--- config.mk ---
export PLATFORM = sky130hd
export DESIGN_NAME = bfly_net
export DESIGN_NICKNAME = d
export VERILOG_FILES = /design/src/rtl/bfly_pkg.sv /design/src/rtl/bfly_sw2.sv /design/src/rtl/bfly_stage.sv /design/src/rtl/bfly_net.sv
export SDC_FILE = /design/constraint.sdc
export NUM_CORES = 1
export LEC_CHECK = 0
export ABC_CLOCK_PERIOD_IN_PS = 1460
export BUFFER_PORTS_ARGS = -buffer_cell sky130_fd_sc_hd__buf_2
export CORE_MARGIN = 1
export CORE_UTILIZATION = 40
export DETAILED_ROUTE_END_ITERATION = 12
export PLACE_DENSITY = 0.61
export SETUP_SLACK_MARGIN = 0.05
export SYNTH_ARGS = -nofsm -noshare
export SYNTH_HDL_FRONTEND = slang
export SYNTH_SLANG_ARGS = --single-unit
export TNS_END_PERCENT = 50
--- constraint.sdc ---
create_clock -name clk -period 1.46 [get_ports clk]
set_input_delay 0.073 -clock clk [delete_from_list [all_inputs] [get_ports clk]]
set_output_delay 0.073 -clock clk [all_outputs]
set_load 0.005 [all_outputs]
--- src/rtl/bfly_pkg.sv ---
`timescale 1ns/1ps
package bfly_pkg;
  // Index of the upper line of switch k in a column that resolves address bit b:
  // a zero is inserted at position b of k.
  function automatic int pair_lo(input int k, input int b);
    return ((k >> b) << (b + 1)) | (k & ((1 << b) - 1));
  endfunction
endpackage

--- src/rtl/bfly_sw2.sv ---
`timescale 1ns/1ps
module bfly_sw2 #(
  parameter int DW = 8
) (
  input  logic          up_v,
  input  logic [DW-1:0] up_d,
  input  logic          up_bit,
  input  logic          dn_v,
  input  logic [DW-1:0] dn_d,
  input  logic          dn_bit,
  output logic          o0_v,
  output logic [DW-1:0] o0_d,
  output logic          o1_v,
  output logic [DW-1:0] o1_d,
  output logic          clash
);
  logic dn_ok;

  always_comb begin
    clash = up_v & dn_v & (up_bit == dn_bit);
    dn_ok = dn_v & ~clash;
    o0_v  = (up_v & ~up_bit) | (dn_ok & ~dn_bit);
    o0_d  = (up_v & ~up_bit) ? up_d : dn_d;
    o1_v  = (up_v & up_bit) | (dn_ok & dn_bit);
    o1_d  = (up_v & up_bit) ? up_d : dn_d;
  end
endmodule

--- src/rtl/bfly_stage.sv ---
`timescale 1ns/1ps
module bfly_stage
  import bfly_pkg::*;
#(
  parameter int N   = 8,
  parameter int W   = 8,
  parameter int STG = 0
) (
  input  logic                                clk,
  input  logic                                rst_n,
  input  logic [N-1:0]                        in_v,
  input  logic [N-1:0][2*$clog2(N)+W-1:0]     in_d,
  input  logic [N-1:0]                        in_blk,
  output logic [N-1:0]                        out_v,
  output logic [N-1:0][2*$clog2(N)+W-1:0]     out_d,
  output logic [N-1:0]                        out_blk
);
  localparam int S    = $clog2(N);
  localparam int DW   = 2 * S + W;
  localparam int B    = S - 1 - STG;
  localparam int DBIT = W + S + B;
  localparam int NSW  = N / 2;

  logic          v_nxt [N];
  logic [DW-1:0] d_nxt [N];
  logic          clash [NSW];
  logic [S-1:0]  loser [NSW];
  logic [N-1:0]  blk_nxt;

  for (genvar k = 0; k < NSW; k++) begin : g_sw
    localparam int LO = pair_lo(k, B);
    localparam int HI = LO + (1 << B);
    bfly_sw2 #(.DW(DW)) sw_i (
      .up_v  (in_v[LO]),
      .up_d  (in_d[LO]),
      .up_bit(in_d[LO][DBIT]),
      .dn_v  (in_v[HI]),
      .dn_d  (in_d[HI]),
      .dn_bit(in_d[HI][DBIT]),
      .o0_v  (v_nxt[LO]),
      .o0_d  (d_nxt[LO]),
      .o1_v  (v_nxt[HI]),
      .o1_d  (d_nxt[HI]),
      .clash (clash[k])
    );
    assign loser[k] = in_d[HI][W +: S];
  end

  always_comb begin
    blk_nxt = in_blk;
    for (int k = 0; k < NSW; k++) begin
      if (clash[k]) blk_nxt[loser[k]] = 1'b1;
    end
  end

  always_ff @(posedge clk or negedge rst_n) begin
    if (!rst_n) begin
      out_v   <= '0;
      out_blk <= '0;
    end else begin
      for (int i = 0; i < N; i++) out_v[i] <= v_nxt[i];
      out_blk <= blk_nxt;
    end
  end

  always_ff @(posedge clk) begin
    for (int i = 0; i < N; i++) begin
      if (v_nxt[i]) out_d[i] <= d_nxt[i];
    end
  end
endmodule

--- src/rtl/bfly_net.sv ---
`timescale 1ns/1ps
module bfly_net #(
  parameter int N = 8,
  parameter int W = 8
) (
  input  logic                     clk,
  input  logic                     rst_n,
  input  logic [N-1:0]             in_valid,
  input  logic [N*$clog2(N)-1:0]   in_dest,
  input  logic [N*W-1:0]           in_payload,
  output logic [N-1:0]             out_valid,
  output logic [N*$clog2(N)-1:0]   out_src,
  output logic [N*W-1:0]           out_payload,
  output logic [N-1:0]             out_blocked
);
  localparam int S  = $clog2(N);
  localparam int DW = 2 * S + W;

  logic rst_s0, rst_s1;
  always_ff @(posedge clk or negedge rst_n) begin
    if (!rst_n) begin
      rst_s0 <= 1'b0;
      rst_s1 <= 1'b0;
    end else begin
      rst_s0 <= 1'b1;
      rst_s1 <= rst_s0;
    end
  end

  logic [N-1:0]          v_c [S+1];
  logic [N-1:0][DW-1:0]  d_c [S+1];
  logic [N-1:0]          b_c [S+1];
  logic [N-1:0]          unused_dst;

  assign v_c[0] = in_valid;
  assign b_c[0] = '0;

  for (genvar k = 0; k < N; k++) begin : g_lane
    assign d_c[0][k] = {in_dest[k*S +: S], S'(k), in_payload[k*W +: W]};
    assign out_src[k*S +: S]     = d_c[S][k][W +: S];
    assign out_payload[k*W +: W] = d_c[S][k][W-1:0];
    assign unused_dst[k]         = ^d_c[S][k][DW-1:W+S];
  end

  for (genvar s = 0; s < S; s++) begin : g_col
    bfly_stage #(.N(N), .W(W), .STG(s)) stage_i (
      .clk    (clk),
      .rst_n  (rst_s1),
      .in_v   (v_c[s]),
      .in_d   (d_c[s]),
      .in_blk (b_c[s]),
      .out_v  (v_c[s+1]),
      .out_d  (d_c[s+1]),
      .out_blk(b_c[s+1])
    );
  end

  assign out_valid   = v_c[S];
  assign out_blocked = b_c[S];
endmodule

== Word level (Yosys, flattened, before mapping) ==
Cells that the tools add are included.
Operators by class
  order comparisons: 16
  equality and inequality tests: 12
  mux-type cells: 52
  bitwise gates (word level): 152
  reduce and logical (&&, ||, !) cells: 8
Operators by type and width (count)
  $mux W13: 8
  $mux W12: 8
  $mux W11: 8
  $and A1 B1 Y1: 84
  $mux W8: 9
  $or A8 B8 Y8: 8
  $not A1 Y1: 36
  $lt A3 B4 Y1 const B: 8
  $demux W1 S3: 8
  $ge A3 B1 Y1 const B: 8
  $or A1 B1 Y1: 24
  $eq A1 B1 Y1: 12
  $logic_and A1 B1 Y1: 8
  $mux W1: 8
  $mux W7: 1
  $mux W6: 1
  $mux W5: 1
Word-level totals
  register bits after elaboration: 338
  bits of input ports: 98
  output and inout port bits: 104
  word-level logic and storage cells: 272

== Longest topological paths before layout ==
Gate-level depths: netlist (run 1).
  word-level depth: 12
  gate-level depth with buffers: 5
  gate-level depth less buffers: 4

== Hierarchy ==
A second synthesis (run 1) with hierarchy kept.
Second synthesis, totals
  cell total of the unflattened synthesis: 1008
  area, all modules: 17678.2 um^2
By module, submodules not included
  bfly_sw2: instances 12, cells each 39, area each 442.9 um^2, seq. area each 0.0 um^2
  bfly_stage (g_col[0].stage_i): instances 1, cells each 179, area each 4107.7 um^2, seq. area each 3763.6 um^2
  bfly_stage (g_col[1].stage_i): instances 1, cells each 177, area each 4100.2 um^2, seq. area each 3763.6 um^2
  bfly_stage (g_col[2].stage_i): instances 1, cells each 180, area each 4097.7 um^2, seq. area each 3763.6 um^2
  bfly_net: instances 1, cells each 4, area each 57.6 um^2, seq. area each 50.0 um^2

== Worst setup path after synthesis (run 1) ==
No wires, ideal clock.
  path type: flip-flop to flip-flop
  start: reg g_col[1].stage_i.out_v[1]
  end: reg g_col[2].stage_i.out_d[0] (netlist name) (enable)
  library setup time: 0.396 ns
  data arrival time: 1.310 ns
  path slack: -0.246 ns
  cell stages (with the launch flop): 3
  buffers on the path: 0
  clock period less this slack: 1.706 ns
  path through: dfrtp_1 > inv_1 > o21ai_0
Between the ends
  cells in the longest elaborated chain, start to end: 6
Ends and longest elaborated chain
  from (decl): RTL line bfly_stage.sv:14  | output logic [N-1:0] out_v,
  from (signal assigned): RTL line bfly_stage.sv:58  | out_v <= '0;
  $and A1 B1 Y1 (2 in series): RTL line bfly_sw2.sv:20  | clash = up_v & dn_v & (up_bit == dn_bit);
  $not A1 Y1: RTL line bfly_sw2.sv:21  | dn_ok = dn_v & ~clash;
  $and A1 B1 Y1 *: RTL line bfly_sw2.sv:21
  $and A1 B1 Y1 *: RTL line bfly_sw2.sv:22  | o0_v = (up_v & ~up_bit) | (dn_ok & ~dn_bit);
  $or A1 B1 Y1 *: RTL line bfly_sw2.sv:22
  net g_col[2].stage_i.g_sw[0].sw_i.o0_v: RTL line bfly_sw2.sv:11  | output logic o0_v,
  to (signal, indexed assignment): RTL line bfly_stage.sv:68  | if (v_nxt[i]) out_d[i] <= d_nxt[i];
  to (decl): RTL line bfly_stage.sv:15  | output logic [N-1:0][2*$clog2(N)+W-1:0] out_d,
Mark *: on every way through the listed nets, which the timed path passes. The rest lies on a longest branch.
A chain may end at the register's enable or synchronous reset.

==> summary.md, run 1 <==
| Metric | Value |
|---|---|
| Max H-tree Level | 1 |
| Std-Cell Rows | 66 |
| Critical Path Sink Type | flop |
| Largest net degree at the start of global routing | 42 |
| Fmax achieved | 0.722 GHz |
| Crit Path Class | flop to flop |
| Initial antenna violation count | 0 |
| Critical Path, Cell by Cell | nand2_2 > mux2_2 |
| Core area | 0.0329 mm2 |
| Sequential area share after synthesis | 66.7% |
| Post-CTS Setup Bufs | 0 |
| Crit-path leading delay family | flip-flops |
| Area leader, netlist | edfxtp_1 |
| Number of enable flip-flop cells after synthesis | 264 |
| Leak | 0.00698 uW |
| First-pass GRT wire length | 49100 um |
| Largest stage delay, worst path | 0.44 ns |
| Mean routed wirelength per cell | 19.0 um |
| Final core occ | 51.6% |
| Mapped Nets | 1074 |
| CTS Root Cell | clkbuf_16 |
| Share of power burned in registers | 51.6% |
| DRC errors left | 0 |
| Most common cell in the netlist | nand2_1 |
| PortBufs | 200 |
| Minimum clock period | 1.39 ns |
| All-layer global routing usage | 19.3% |
| Crit Path Max Fanout | 12 |
| Die Y | 186 um |
| Critical Path RT | 1.77 ns |
| Final critical-path share of the clock period | 94.9% |
| Outcome | completed |
| Worst Hold Class | input pin to flop |
| Clock latency at the later pin of the worst-skew pair | 0.56 ns |
| DR vias | 8170 |
| Total grt overflow | 0 |
| Switching share of total power | 25.7% |
| Die W | 186 um |
| Reg clk slew, reported paths | 0.06 ns |
| Num CTS Buffers | 31 |
| Final Cell Area | 0.0170 mm2 |
| Syn_area_per_cell | 13.8 um2 |
| Final HPWL DP | 24000 um |
| Slew Limit Fails | 0 |
| Top cell type's share of synthesized area | 58.8% |
| Clock Skew | 0.0152 ns |
| Gpl congestion | 0.850 |
| Ports | 202 |
| Area delta synth->final | 25.8% |
| Final setup fails | 0 |
| Iter 0 DRT Violations | 563 |
| Slack of the critical path | 0.0746 ns |
| Critical Path AT | 1.69 ns |
| Async SR Flop Fraction | 14.0% |
| Placed inst area | 0.0146 mm2 |
| Most used flip-flop cell after synthesis | edfxtp_1 |
| Final Power | 25000 uW |
| Switch Pwr | 6410 uW |
| Clock Sinks | 307 |
| Slew HR | 56.2% |
| Crit start category | flop |
| Post-synthesis cell area | 0.0135 mm2 |
| Synth Register Bits | 307 |
| Max-cap violation count | 0 |
| Pre-CTS setup slack | 0.0679 ns |
| P_int | 18500 uW |
| Starting density of the core | 41.0% |
| Deepest clock path buffer count | 3 |
| Yosys warns | 0 |
| Clock share of power | 31.0% |
| ANT cells | 0 |
| Slowest CP cell | edfxtp_1 |
| TritonCTS clock tree | yes |
| Mapped Cells | 976 |
| Vias per Instance | 4.71 |
| Slew @ Worst Pin | 0.657 ns |
| Nets | 1366 |
| Post-DRT Antenna Nets | 0 |
| Logic gate share of total power | 17.4% |
| Crit path buffers/inverters | 0 |
| Total Routed Length | 33000 um |
| PD cells | 1470 mW/mm2 |
| Largest cells by area after synthesis | edfxtp_1 59%, mux2_2 13%, dfrtp_1 8.0% |
| RSZ-0062 raised after global routing | yes |
| Pre-antenna DRT Iters | 5 |
| Count of different cell masters after synthesis | 26 |
| Ratio of cells with drive above 1 in the final layout | 36.8% |
| Worst IR Drop VDD | 0.000951 V |
| Synth cell count leaders | 265 x nand2_1, 264 x edfxtp_1, 160 x mux2_2 |
| Final Hold Viols | 0 |
| Die Area | 0.0345 mm2 |
| Vias in the first global route | 8369 |
==> worst paths after layout <==
kind                                       startpoint                    endpoint  slack (ns)  depth (start not counted)
setup reg to reg           g_col[1].stage_i.out_d[11]  g_col[2].stage_i.out_d[20]        0.07                          2
max in group asynchronous                      rst_s1   g_col[2].stage_i.out_v[4]        0.94                          1
hold reg to reg                                rst_s1   g_col[0].stage_i.out_v[3]        0.26                          1
setup / recovery           g_col[1].stage_i.out_d[11]  g_col[2].stage_i.out_d[20]        0.07                          2
hold / removal                             in_dest[2]  g_col[0].stage_i.out_d[66]        0.04                          2
min in group asynchronous                      rst_s1   g_col[0].stage_i.out_v[3]        0.26                          1
==> power by group through the flow <==
stage / logic [uW] / clock network, uW / registers (uW)
floorplan: 3210 / 0 / 12500
global placement: 3950 / 0 / 13100
detailed placement: 4030 / 0 / 13100
CTS: 4370 / 7870 / 12900
global route: 4770 / 8220 / 13100
finish: 4330 / 7740 / 12900
==> cell families after synthesis <==
logic type / after synthesis / synth area share [%]
and+or+nand+nor: 318 / 10.0
muxes: 160 / 13.4
DFF: 307 / 66.7
xor gates and xnor gates: 12 / 0.779
other: 2 / 0.0557
AOI/OAI and AO/OA: 26 / 1.12
buffers and inverters: 151 / 7.91
==> layer usage <==
| layer | vias to the layer above | share of wire (%) | GRT usage, % |
|---|---|---|---|
| li1 | 3911 | - | - |
| met2 | 258 | 49 | 32.7 |
| met4 | 0 | 1.7 | 4.62 |
| met3 | 30 | 5.3 | 2.29 |
| met5 | - | 0 | 0 |
| met1 | 3971 | 44 | 26.5 |
==> registers in the layout, summed over array words and instances, names as in the netlist <==
name	cells
g_col.stage_i.out_blk	17
g_col.stage_i.out_d	264
g_col.stage_i.out_v	24
rst_s0	1
rst_s1	1
==> worst register-to-register path: stages, from the launching register on <==
cell and delay [ns]:
edfxtp_1 0.44, nand2_2 0.30, mux2_2 0.39
==> placed cells by master, fill, tap and decap left out, drive strengths merged, types with 2 or more instances in the layout <==
cell         netlist  routed
nand2            272     272
edfxtp           264     264
buf              128     249
mux2             160     160
dlygate4sd3        0     138
clkbuf             0      51
dfrtp             43      43
inv               23      24
o21ai             17      17
nor2b             13      13
xnor2             12      12
nand4              9       9
nand3              6       6
clkinv             0       5
nand2b             4       4
nor2               4       4
and3               4       4
a41oi              3       3
and4               3       3
a21oi              2       2
o2111ai            2       2
o22ai              2       2
conb               2       2
==> timing repair <==
item                                    4_1_cts  5_1_grt
hold buffers                                138        0
endpoints found under the setup margin        2       51
endpoints found under the hold margin        98        0
resized for setup                             1        4
cloned                                        0        0
==> per-stage QoR <==
stage | setup TNS, ns | std cells | hold slack (ns)
finish | 0 | 1735 | 0.0438
global route | 0 | 1735 | 0.0729
CTS | 0 | 1735 | 0.0183
detailed placement | 0 | 1539 | -0.141
global placement | 0 | 1539 | -0.143
floorplan | -1.83 | 976 | -0.223
==> final cells by class <==
class	count	area [um2]
multi-input combinational	518	3470
inverter	23	86.3
tap	442	553
clock inverter	7	62.6
fill	2831	15900
clock buffer	51	941
sequential	307	9000
timing repair buffer	387	2850
(Power assumes the default switching activity.)
==> run 2: changes to the inputs <==
--- a/config.mk
+++ b/config.mk
@@ -10,7 +10,7 @@
 export CORE_MARGIN = 1
 export CORE_UTILIZATION = 40
 export DETAILED_ROUTE_END_ITERATION = 12
-export PLACE_DENSITY = 0.61
+export PLACE_DENSITY = 0.56
 export SETUP_SLACK_MARGIN = 0.05
 export SYNTH_ARGS = -nofsm -noshare
 export SYNTH_HDL_FRONTEND = slang
==> summary.md, run 2 (synthesis results as in run 1) <==
| Metric | Value |
|---|---|
| Top Metal Used | met4 |
| Met3 WL | 2120 um |
| Max FFs per register | 264 |
| Pre-antenna DRT Iters | 5 |
| Largest net degree at the start of global routing | 25 |
| Leak | 0.00704 uW |
| Clock share of power | 33.3% |
| Outcome | completed |
| Minimum clock period | 1.39 ns |
| Gpl congestion | 0.837 |
| Slew @ Worst Pin | 0.650 ns |
| Clock latency at the later pin of the worst-skew pair | 0.51 ns |
| Final Hold Viols | 0 |
| Biggest regs | g_col.stage_i.out_d x264, g_col.stage_i.out_v x24, g_col.stage_i.out_blk x17 |
| Slew HR | 56.7% |
| Nets | 1367 |
| Critical Path Source | g_col[1].stage_i.out_d[11] |
| Total Routed Length | 33000 um |
| Most flops, register | g_col.stage_i.out_d |
| Core area | 0.0329 mm2 |
| Post-CTS Setup Bufs | 0 |
| Vias per Instance | 4.71 |
| PortBufs | 200 |
| All-layer global routing usage | 19.4% |
| Final critical-path share of the clock period | 95.2% |
| Switch Pwr | 6500 uW |
| First-pass GRT wire length | 48500 um |
| Vias in the first global route | 8286 |
| Starting density of the core | 41.0% |
| Ports | 202 |
| DRC errors left | 0 |
| P_int | 19300 uW |
| PD cells | 1510 mW/mm2 |
| Critical Path Sink Type | flop |
| Critical Path AT | 1.64 ns |
| Commonest cells after routing, fill and taps aside | 265 x nand2_1, 264 x edfxtp_1, 200 x buf_2 |
| Max H-tree Level | 2 |
| ANT cells | 0 |
| Detail Route met2 WL | 15700 um |
| Crit Path Class | flop to flop |
| Clock Sinks | 307 |
| Commonest non-fill, non-tap cell in the layout | nand2_1 |
| Crit Path Max Fanout | 12 |
| Worst Hold Class | input pin to flop |
| Num CTS Buffers | 34 |
| Slew Limit Fails | 0 |
| Clock Skew | 0.0150 ns |
| Deepest clock path buffer count | 3 |
| Reg2Reg Depth | 2 |
| Die W | 186 um |
| Mean routed wirelength per cell | 19.0 um |
| Fmax achieved | 0.719 GHz |
| Pre-CTS setup slack | 0.0731 ns |
| Die Area | 0.0345 mm2 |
| Slack of the critical path | 0.0699 ns |
| Share of power burned in registers | 49.8% |
| Area delta synth->final | 26.6% |
| Crit start category | flop |
| CTS Root Cell | clkbuf_16 |
| Slowest CP cell | edfxtp_1 |
| Total grt overflow | 0 |
| M1 wire length | 14200 um |
| Initial antenna violation count | 3 |
| Post-DRT Antenna Nets | 0 |
| Final core occ | 52.0% |
| Max-cap violation count | 0 |
| Final HPWL DP | 24400 um |
| R2R Path Start | g_col[1].stage_i.out_d[11] |
| Reg clk slew, reported paths | 0.06 ns |
| Ratio of cells with drive above 1 in the final layout | 37.2% |
| Iter 0 DRT Violations | 557 |
| Std-Cell Rows | 66 |
| Largest stage delay, worst path | 0.44 ns |
| Critical Path RT | 1.71 ns |
| Final setup fails | 0 |
| Logic gate share of total power | 16.8% |
| Critical Path, Cell by Cell | nand2_2 > mux2_2 |
| Reg2reg setup slack | 0.07 ns |
| End point of the critical path | g_col[2].stage_i.out_d[20] |
| Worst r2r dst | g_col[2].stage_i.out_d[20] |
| RSZ-0062 raised after global routing | yes |
| DR vias | 8186 |
| Worst IR Drop VDD | 0.000683 V |
| Switching share of total power | 25.2% |
| TritonCTS clock tree | yes |
| Die Y | 186 um |
run 2: changes by cell type in the layout (fill, tap and decap cells not counted), moves of 2 or more:
cell / before / now
clkbuf_16: 31 / 37
clkbuf_1: 11 / 8
dlygate4sd3_1: 138 / 135
o21ai_2: 4 / 6
o21ai_1: 3 / 1
run 2: critical path, delay by kind of cell (launching register included):
family / cells / cell delay (ns)
flip-flops: 1 / 0.44
multiplexers: 1 / 0.38
AND/OR/NAND/NOR: 1 / 0.30
run 2: how the worst min path moves through the flow:
| stage | to | start | slack (ns) | cells past startpoint |
|---|---|---|---|---|
| floorplan | rst_s0 | rst_n | -0.22 | 0 |
| global route | g_col[0].stage_i.out_d[52] | in_valid[3] | 0.02 | 2 |
| finish | g_col[0].stage_i.out_d[24] | in_valid[1] | 0.03 | 2 |
| detailed placement | rst_s0 | rst_n | -0.14 | 1 |
| CTS | g_col[0].stage_i.out_d[24] | in_valid[1] | 0.008 | 2 |
| global placement | rst_s0 | rst_n | -0.14 | 1 |
run 2: what timing repair did:
action,in CTS,in global routing
endpoints found under the setup margin,0,73
hold buffers,135,0
resized for setup,0,3
hold endpoints to repair,91,0
run 2: stage by stage:
stage          total power, uW  instance area (um2)  hold WS [ns]  instances  TNS [ns]
2_1_floorplan            15700                13500        -0.223        976     -1.83
3_3_place_gp             17100                14600        -0.140       1540         0
3_5_place_dp             17100                14600        -0.138       1540         0
4_1_cts                  26100                17100       0.00835       1737         0
5_1_grt                  26900                17100        0.0166       1737         0
6_report                 25800                17100        0.0284       1737         0
run 2: area by class of cell:
cell class	count	area, um2
repair buffers	385	2830
multi-input cells	518	3450
inverters	23	86.3
fillers	2879	15800
well taps	442	553
clock buffers	55	1090
flip-flops and latches	307	9000
clock inverters	7	60.1
run 2: power groups by stage:
stage / clock network [uW] / registers (uW) / logic (uW)
4_1_cts: 8810 / 12900 / 4380
2_1_floorplan: 0 / 12500 / 3210
3_3_place_gp: 0 / 13100 / 3990
5_1_grt: 9120 / 13000 / 4790
3_5_place_dp: 0 / 13100 / 4050
6_report: 8590 / 12900 / 4340
run 2: routing by layer:
metal / track usage (%) / up-vias
met5: 0 / -
met3: 3.66 / 59
met4: 6.56 / 0
met2: 32.2 / 272
met1: 25.6 / 3932
li1: - / 3923
==> run 3: changes to the inputs <==
--- a/config.mk
+++ b/config.mk
@@ -6,7 +6,7 @@
 export NUM_CORES = 1
 export LEC_CHECK = 0
 export ABC_CLOCK_PERIOD_IN_PS = 1460
-export BUFFER_PORTS_ARGS = -buffer_cell sky130_fd_sc_hd__buf_2
+export BUFFER_PORTS_ARGS = -buffer_cell sky130_fd_sc_hd__clkbuf_2
 export CORE_MARGIN = 1
 export CORE_UTILIZATION = 40
 export DETAILED_ROUTE_END_ITERATION = 12
==> summary.md, run 3 (synthesis results as in run 1) <==
| Metric | Value |
|---|---|
| Area delta synth->final | 25.9% |
| Initial antenna violation count | 1 |
| Switch Pwr | 6580 uW |
| Post-DRT Antenna Nets | 0 |
| Clock Sinks | 307 |
| RSZ-0062 raised after global routing | yes |
| Ratio of cells with drive above 1 in the final layout | 37.1% |
| # fillers | 2929 |
| Std-Cell Rows | 66 |
| Outcome | completed |
| Vias per Instance | 4.67 |
| Share of power burned in registers | 50.8% |
| Minimum clock period | 1.39 ns |
| Final Hold Viols | 0 |
| Num CTS Buffers | 34 |
| Total Routed Length | 32800 um |
| Starting density of the core | 41.0% |
| Critical Path AT | 1.65 ns |
| Critical Path, Cell by Cell | nand2_2 > mux2_2 |
| Clock Skew | 0.0186 ns |
| Gpl congestion | 0.831 |
| Placed inst area | 0.0146 mm2 |
| ANT cells | 0 |
| Pre-antenna DRT Iters | 5 |
| Post-CTS Setup Bufs | 0 |
| PortBufs | 200 |
| Fmax achieved | 0.721 GHz |
| All-layer global routing usage | 19.2% |
| Slowest CP cell | edfxtp_1 |
| Critical Path Sink Type | flop |
| Max FFs per register | 264 |
| Core area | 0.0329 mm2 |
| Crit start category | flop |
| Vias in the first global route | 8101 |
| Die Area | 0.0345 mm2 |
| Max H-tree Level | 2 |
| Crit Path Max Fanout | 12 |
| CTS Root Cell | clkbuf_16 |
| Total grt overflow | 0 |
| First-pass GRT wire length | 48000 um |
| Final critical-path share of the clock period | 94.9% |
| Iter 0 DRT Violations | 534 |
| Die W | 186 um |
| Critical Path RT | 1.72 ns |
| Final setup fails | 0 |
| Reg clk slew, reported paths | 0.06 ns |
| TritonCTS clock tree | yes |
| Deepest clock path buffer count | 3 |
| Max-cap violation count | 0 |
| Worst Hold Class | input pin to flop |
| Crit Path Class | flop to flop |
| P_int | 18800 uW |
| Largest net degree at the start of global routing | 25 |
| Logic gate share of total power | 17.1% |
| Nets | 1366 |
| Final Cell Area | 0.0170 mm2 |
| Mean routed wirelength per cell | 18.9 um |
| PD cells | 1490 mW/mm2 |
| DR vias | 8106 |
| Die Y | 186 um |
| Worst IR Drop VDD | 0.000715 V |
| Final core occ | 51.7% |
| Largest stage delay, worst path | 0.44 ns |
| Most flops, register | g_col.stage_i.out_d |
| Slew @ Worst Pin | 0.640 ns |
| DRC errors left | 0 |
| Commonest non-fill, non-tap cell in the layout | nand2_1 |
| Sum Neg Setup Slack | 0 ns |
| Slew Limit Fails | 0 |
| Commonest cells after routing, fill and taps aside | 265 x nand2_1, 264 x edfxtp_1, 200 x clkbuf_2 |
| Final HPWL DP | 24300 um |
| Area of the multi-input gates | 0.00345 mm2 |
| Clock share of power | 32.1% |
| Reg area | 0.00900 mm2 |
| Biggest regs | g_col.stage_i.out_d x264, g_col.stage_i.out_v x24, g_col.stage_i.out_blk x17 |
| Clock latency at the later pin of the worst-skew pair | 0.51 ns |
| WHS | 0.0216 ns |
| Slew HR | 57.3% |
| Ports | 202 |
| Leak | 0.00703 uW |
| Final Power | 25400 uW |
| Switching share of total power | 26.0% |
run 3: timing repair:
item,4_1_cts,5_1_grt
hold buffers,134,0
resized for setup,0,2
hold endpoints to repair,91,0
setup endpoints to repair,0,35
run 3: worst max-delay path: cells and delay by family (launching register included):
family | cells | cell delay (ns)
AND/OR/NAND/NOR | 1 | 0.31
flip-flops | 1 | 0.44
multiplexers | 1 | 0.38
run 3: cell type report:
class	count	area share (%)
multi-input combinational	518	20.3
timing repair buffer	384	16.6
tap	442	3.26
clock buffer	45	5.61
clock inverter	16	0.663
inverter	23	0.508
sequential	307	53.0
run 3: final timing paths:
kind / startpoint / endpoint / slack [ns] / cells after the start
min reg2reg: rst_s1 / g_col[0].stage_i.out_blk[7] / 0.21 / 0
max: g_col[1].stage_i.out_d[11] / g_col[2].stage_i.out_d[20] / 0.07 / 2
min in group asynchronous: rst_s1 / g_col[0].stage_i.out_blk[7] / 0.21 / 0
min: in_valid[2] / g_col[0].stage_i.out_d[38] / 0.02 / 2
max in group asynchronous: rst_s1 / g_col[2].stage_i.out_blk[7] / 0.74 / 1
max reg2reg: g_col[1].stage_i.out_d[11] / g_col[2].stage_i.out_d[20] / 0.07 / 2
run 3: power by group through the flow:
stage | Sequential [uW] | Combinational (uW) | Clock, uW
after global routing | 13100 | 4760 | 8650
after detailed placement | 13100 | 4040 | 0
after global placement | 13100 | 3990 | 0
after CTS | 12900 | 4370 | 8300
final | 12900 | 4340 | 8130
after floorplan | 12500 | 3210 | 0
run 3: per-stage QoR:
step / setup WS [ns] / cells
floorplan: -0.0832 / 976
global placement: 0.0905 / 1540
detailed placement: 0.0783 / 1540
CTS: 0.0753 / 1735
global route: 0.0295 / 1735
finish: 0.0738 / 1735
run 3: routing by layer:
layer / vias up / global-route usage, % / routed length [um]
met5: - / 0 / 0
met4: 0 / 6.85 / 844
met3: 47 / 3.58 / 2080
met2: 266 / 31.5 / 15600
met1: 3875 / 25.5 / 14400
li1: 3918 / - / -
